`config.mk`:
```
export PLATFORM = sky130hd
export DESIGN_NAME = score_queue
export DESIGN_NICKNAME = d
export VERILOG_FILES = /design/src/rtl/sq_pkg.sv /design/src/rtl/sq_storage.sv /design/src/rtl/sq_ctrl.sv /design/src/rtl/sq_irq.sv /design/src/rtl/score_queue.sv
export SDC_FILE = /design/constraint.sdc
export NUM_CORES = 1
export LEC_CHECK = 0
export BUFFER_PORTS_ARGS = -buffer_cell sky130_fd_sc_hd__buf_4
export CORE_MARGIN = 2
export CORE_UTILIZATION = 55
export CTS_CLUSTER_DIAMETER = 40
export CTS_CLUSTER_SIZE = 16
export DETAILED_ROUTE_END_ITERATION = 10
export GPL_TIMING_DRIVEN = 1
export HOLD_SLACK_MARGIN = 0.1
export PLACE_DENSITY_LB_ADDON = 0.12
export RECOVER_POWER = 50
export SYNTH_ARGS = -nofsm -noshare
export SYNTH_HDL_FRONTEND = slang
export SYNTH_HIERARCHICAL = 1
export SYNTH_SLANG_ARGS = --single-unit
```
`constraint.sdc`:
```
create_clock -name clk -period 10.9 [get_ports clk]
set_input_delay 2.18 -clock clk [delete_from_list [all_inputs] [get_ports clk]]
set_output_delay 2.18 -clock clk [all_outputs]
set_load 0.05 [all_outputs]
```
`src/rtl/sq_pkg.sv`:
```
package sq_pkg;
    // Per-cycle request bundle handed from the top to the queue control
    typedef struct packed {
        logic push;
        logic pop;
        logic flush;
        logic clr;
    } sq_cmd_t;
endpackage

```
`src/rtl/sq_storage.sv`:
```
module sq_storage #(
    parameter int DEPTH = 32,
    parameter int WIDTH = 16,
    localparam int AW = $clog2(DEPTH)
) (
    input  logic             clk,
    input  logic             we,
    input  logic [AW-1:0]    waddr,
    input  logic [WIDTH-1:0] wdata,
    input  logic [AW-1:0]    raddr,
    output logic [WIDTH-1:0] rdata
);
    logic [WIDTH-1:0] mem_q [DEPTH];

    always_ff @(posedge clk) begin
        if (we) begin
            mem_q[waddr] <= wdata;
        end
    end

    assign rdata = mem_q[raddr];
endmodule

```
`src/rtl/sq_ctrl.sv`:
```
module sq_ctrl
    import sq_pkg::*;
#(
    parameter int DEPTH = 32,
    localparam int AW = $clog2(DEPTH),
    localparam int CW = $clog2(DEPTH + 1)
) (
    input  logic          clk,
    input  logic          rst_n,
    input  sq_cmd_t       cmd,
    output logic [AW-1:0] wr_ptr,
    output logic [AW-1:0] rd_ptr,
    output logic [CW-1:0] count,
    output logic [CW-1:0] count_nxt,
    output logic          push_ok,
    output logic          overflow
);
    typedef struct packed {
        logic [AW-1:0] wr_ptr;
        logic [AW-1:0] rd_ptr;
        logic [CW-1:0] count;
        logic          ovf;
    } state_t;

    state_t s_d, s_q;
    logic   pop_ok_d, push_ok_d;

    function automatic logic [AW-1:0] ptr_inc(input logic [AW-1:0] p);
        return (p == AW'(DEPTH - 1)) ? '0 : p + 1'b1;
    endfunction

    always_comb begin
        s_d       = s_q;
        pop_ok_d  = cmd.pop && (s_q.count != '0);
        push_ok_d = cmd.push && ((s_q.count != CW'(DEPTH)) || pop_ok_d);
        if (cmd.flush) begin
            // flush wins over any push or pop in the same cycle
            push_ok_d  = 1'b0;
            pop_ok_d   = 1'b0;
            s_d.wr_ptr = '0;
            s_d.rd_ptr = '0;
            s_d.count  = '0;
            if (cmd.clr) begin
                s_d.ovf = 1'b0;
            end
        end else begin
            if (push_ok_d) begin
                s_d.wr_ptr = ptr_inc(s_q.wr_ptr);
            end
            if (pop_ok_d) begin
                s_d.rd_ptr = ptr_inc(s_q.rd_ptr);
            end
            s_d.count = s_q.count + CW'(push_ok_d) - CW'(pop_ok_d);
            if (cmd.push && !push_ok_d) begin
                s_d.ovf = 1'b1;
            end
        end
    end

    always_ff @(posedge clk or negedge rst_n) begin
        if (!rst_n) begin
            s_q <= '0;
        end else begin
            s_q <= s_d;
        end
    end

    assign wr_ptr    = s_q.wr_ptr;
    assign rd_ptr    = s_q.rd_ptr;
    assign count     = s_q.count;
    assign count_nxt = s_d.count;
    assign push_ok   = push_ok_d;
    assign overflow  = s_q.ovf;
endmodule

```
`src/rtl/sq_irq.sv`:
```
module sq_irq #(
    parameter int CW = 6,
    parameter int TW = 5
) (
    input  logic          clk,
    input  logic          rst_n,
    input  logic          irq_en,
    input  logic [TW-1:0] thr,
    input  logic [CW-1:0] count_nxt,
    output logic          irq_n
);
    logic irq_n_d, irq_n_q;

    // compare against the level that the edge is about to store
    always_comb begin
        irq_n_d = !(irq_en && (count_nxt <= CW'(thr)));
    end

    always_ff @(posedge clk or negedge rst_n) begin
        if (!rst_n) begin
            irq_n_q <= 1'b1;
        end else begin
            irq_n_q <= irq_n_d;
        end
    end

    assign irq_n = irq_n_q;
endmodule

```
`src/rtl/score_queue.sv`:
```
module score_queue
    import sq_pkg::*;
#(
    parameter int DEPTH = 32,
    parameter int WIDTH = 16,
    localparam int AW = $clog2(DEPTH),
    localparam int CW = $clog2(DEPTH + 1)
) (
    input  logic             clk,
    input  logic             rst_n,
    input  logic             wr_en,
    input  logic [WIDTH-1:0] wr_data,
    input  logic             rd_pop,
    input  logic             irq_en,
    input  logic [AW-1:0]    irq_thr,
    input  logic             stop_req,
    input  logic             dig_pd,
    input  logic             soft_clr,
    output logic [WIDTH-1:0] rd_data,
    output logic [CW-1:0]    level,
    output logic             empty,
    output logic             full,
    output logic             overflow,
    output logic             irq_n
);
    sq_cmd_t          cmd;
    logic [AW-1:0]    wr_ptr, rd_ptr;
    logic [CW-1:0]    count, count_nxt;
    logic             push_ok;
    logic [WIDTH-1:0] head;

    always_comb begin
        cmd.push  = wr_en;
        cmd.pop   = rd_pop;
        cmd.flush = stop_req || dig_pd || soft_clr;
        cmd.clr   = soft_clr;
    end

    sq_ctrl #(.DEPTH(DEPTH)) u_ctrl (
        .clk       (clk),
        .rst_n     (rst_n),
        .cmd       (cmd),
        .wr_ptr    (wr_ptr),
        .rd_ptr    (rd_ptr),
        .count     (count),
        .count_nxt (count_nxt),
        .push_ok   (push_ok),
        .overflow  (overflow)
    );

    sq_storage #(.DEPTH(DEPTH), .WIDTH(WIDTH)) u_mem (
        .clk   (clk),
        .we    (push_ok),
        .waddr (wr_ptr),
        .wdata (wr_data),
        .raddr (rd_ptr),
        .rdata (head)
    );

    sq_irq #(.CW(CW), .TW(AW)) u_irq (
        .clk       (clk),
        .rst_n     (rst_n),
        .irq_en    (irq_en),
        .thr       (irq_thr),
        .count_nxt (count_nxt),
        .irq_n     (irq_n)
    );

    assign level   = count;
    assign empty   = (count == '0);
    assign full    = (count == CW'(DEPTH));
    assign rd_data = empty ? '0 : head;
endmodule

```
==> impl_metrics.env <==
export IMPL_hold_buffers=0
export IMPL_grt_use_total_pct=24.6
export IMPL_slew_headroom_pct=-86.6
export IMPL_total_switching_power_mw=0.871
export IMPL_path_clk_slew_ps=60
export IMPL_crit_path_cell_trace="buf_12 > mux2i_1 > a22o_1 > nor3_1 > a31oi_1 > nand3_1 > a21boi_1 > buf_4"
export IMPL_drt_total_wl_mm=50.1
export IMPL_violations="max-capacitance violations, max-slew violations"
export IMPL_dp_hpwl_mm=28.1
export IMPL_hold_viol=0
export IMPL_detail_route_antenna_nets=0
export IMPL_cts_sinks=530
export IMPL_worst_slew_pin_slew_ps=2800
export IMPL_skew_ps=19.6
export IMPL_crit_arrival_ps=5280
export IMPL_firstDrtPassIters=5
export IMPL_crit_type="flop to output pin"
export IMPL_place_gp_congestion=0.810
export IMPL_cts_setup_buffers=0
export IMPL_nets=1420
export IMPL_setup_violations=0
export IMPL_grt_pass1_wl_mm=73.5
export IMPL_wl_per_cell_um=25.8
export IMPL_critical_path_max_stage_delay_ps=2230
export IMPL_die_area_um2=41200
export IMPL_syn_inst=1293
export IMPL_post_place_ws_ps=5330
export IMPL_fin_ws_ps=3440
export IMPL_syn_to_final_growth_pct=11.9
export IMPL_cp_buffers_inverters=2
export IMPL_drt_initial_drc_count=1166
export IMPL_swShare_pct=20.6
export IMPL_fin_crit_sh_pct=68.4
export IMPL_drc=0
export IMPL_grt_max_degree=109
export IMPL_cp_max_fo=108
export IMPL_yosysMostFrequentCell="edfxtp_1"
export IMPL_synth_top_area_cell="edfxtp_1"
export IMPL_vdd_drop_max_uv=130
export IMPL_ios=55
export IMPL_crit_family="flip-flops"
export IMPL_synth_cell_type_count=65
export IMPL_endpoint_kind="output pin"
export IMPL_yosysWarnings=6
export IMPL_power_density_nw_per_um2=173
export IMPL_clkLatencyLatePin_ps=600
export IMPL_core_um2=38900
export IMPL_layout_min_cycle_time_ps=7460
export IMPL_cts_root_buf="clkbuf_16"
export IMPL_setup_tns_ps=0
export IMPL_grt_overflow=0
export IMPL_leakage_nw=7.62
export IMPL_synth_area_per_cell_um2=16.9
export IMPL_p_int_mw=3.36
export IMPL_synthTopCellsByCount="512 x edfxtp_1, 258 x mux2i_1, 64 x a22oi_1, 41 x nand2_1"
export IMPL_cts_htree_levels=2
export IMPL_min_path_type="flop to flop"
export IMPL_combPwrFrac_pct=2.4
export IMPL_numCtsBuffers=58
export IMPL_status="finished, violations left"
export IMPL_rsz0062_at_grt="false"
export IMPL_crit_slowest_cell="dfrtp_1"
export IMPL_multi_input_area_um2=5310
export IMPL_async_reset_ff_share_pct=3.40
export IMPL_cts_tree="built"
export IMPL_clockBufferDepth=3
export IMPL_clock_fmax_mhz=134
export IMPL_post_route_util_pct=62.7
export IMPL_viasPerCell=6.10
export IMPL_antenna_found_initial=0
export IMPL_cts_repair_resized=0
export IMPL_synth_edf_count=512
export IMPL_synth_sequential_area_ratio_pct=72.6
export IMPL_synth_flop_cell="edfxtp_1"
export IMPL_clkPwrFrac_pct=44.6
export IMPL_regArea_um2=15800
export IMPL_initial_core_util_pct=56.0
export IMPL_std_cell_rows=72
export IMPL_port_buffers=54
export IMPL_drive_gt1_share_pct=13.5
export IMPL_cp_required_ps=8720
export IMPL_die_h_um=203
export IMPL_netlist_area_um2=21800
export IMPL_n_fill_cell=2823
export IMPL_drv_slew=413
export IMPL_power_frac_seq_pct=53.0
export IMPL_cap_viol_max_count=13
export IMPL_die_w_um=203
export IMPL_grt_pass1_vias=11500
export IMPL_ys_ff_latch=530
export IMPL_synth_area_leaders="edfxtp_1 71%, mux2i_1 12%, a22oi_1 2.2%"
export IMPL_vias=11800
export IMPL_start_kind="flop"
export IMPL_synth_top_area_share_pct=70.5
export IMPL_syn_nets=1340
per-stage QoR:
step                      area, um2  hold slack [ps]  total power, mW  cells
after CTS                     24500              529             4.26   1938
after detailed placement      22600              513             2.38   1831
after floorplan               21800              540             2.33   1293
after global placement        22600              523             2.38   1831
after global routing          24400              570             4.35   1938
final                         24400              522             4.23   1939
state kept, by name, indices dropped and copies added, names as in the netlist:
name and flops:
u_mem/mem_q 512, u_irq/irq_n 1, u_ctrl/overflow 1, u_ctrl/rd_ptr 5
u_ctrl/wr_ptr 5, u_ctrl/count 6
worst min-delay path: cells and delay by family, from the launching register on:
family / cells / cell delay (ps)
AO/OA/AOI/OAI: 2 / 150
flip-flops: 1 / 340
final timing paths:
| kind | slack, ps | depth (start not counted) | endpoint | from |
|---|---|---|---|---|
| max in group asynchronous | 8420 | 1 | u_ctrl/rd_ptr[2] | rst_n |
| max | 3440 | 8 | rd_data[5] | u_ctrl/rd_ptr[0] |
| max reg2reg | 6590 | 7 | u_ctrl/rd_ptr[3] | u_ctrl/rd_ptr[0] |
| min in group asynchronous | 1790 | 1 | u_ctrl/wr_ptr[1] | rst_n |
| min reg2reg | 520 | 2 | u_ctrl/overflow | u_ctrl/overflow |
| min | 520 | 2 | u_ctrl/overflow | u_ctrl/overflow |
layout by cell type (no fill, tap or decap), types with 7 or more instances in the layout:
master,instances
edfxtp_1,512
mux2i_1,258
buf_4,76
a22oi_1,64
clkbuf_16,59
nand2_1,41
nor2_1,39
a21oi_1,39
nand3_1,38
a22o_1,32
clkbuf_1,21
a31oi_1,20
nor3_1,18
ha_1,17
dfrtp_1,17
nand4_1,16
inv_1,14
a21boi_0,13
clkinv_2,13
clkinv_1,10
clkinv_4,7
cells by family (layout without fill, tap and decap cells):
family,count (synthesis),in the layout,share of synthesized area [%]
adder cells (fa/ha/maj),18,18,1.07
other,0,1,0
flip-flops,530,530,72.6
buffers and inverters,92,219,3.06
multiplexers,261,261,12.0
AND/OR/NAND/NOR,198,198,4.90
XOR/XNOR,1,1,0.0402
AO/OA/AOI/OAI,193,193,6.34
layer usage:
layer	routed length, um	vias to the layer above	share of wire, %	GRT usage, %
met3	3640	87	7.3	4.88
met2	23300	430	46	38.2
met5	0	-	0	0
met4	1650	0	3.3	9.05
li1	-	5296	-	-
met1	21600	6008	43	34.7
power by group through the flow:
stage,registers [mW],clock network (mW),logic [mW]
floorplan,2.28,0,0.0465
global placement,2.28,0,0.102
detailed placement,2.28,0,0.104
CTS,2.24,1.92,0.104
global route,2.24,2.01,0.108
finish,2.24,1.89,0.0997
cell type report:
class,count,area share [%]
Antenna cell,1,0.0103
Clock buffer,61,6.08
Clock inverter,46,1.64
Inverter,15,0.231
Multi-Input combinational cell,671,21.8
Sequential cell,530,64.9
Tap cell,518,2.66
Timing Repair Buffer,97,2.74
No activity file was read; power rests on OpenSTA's default activity.
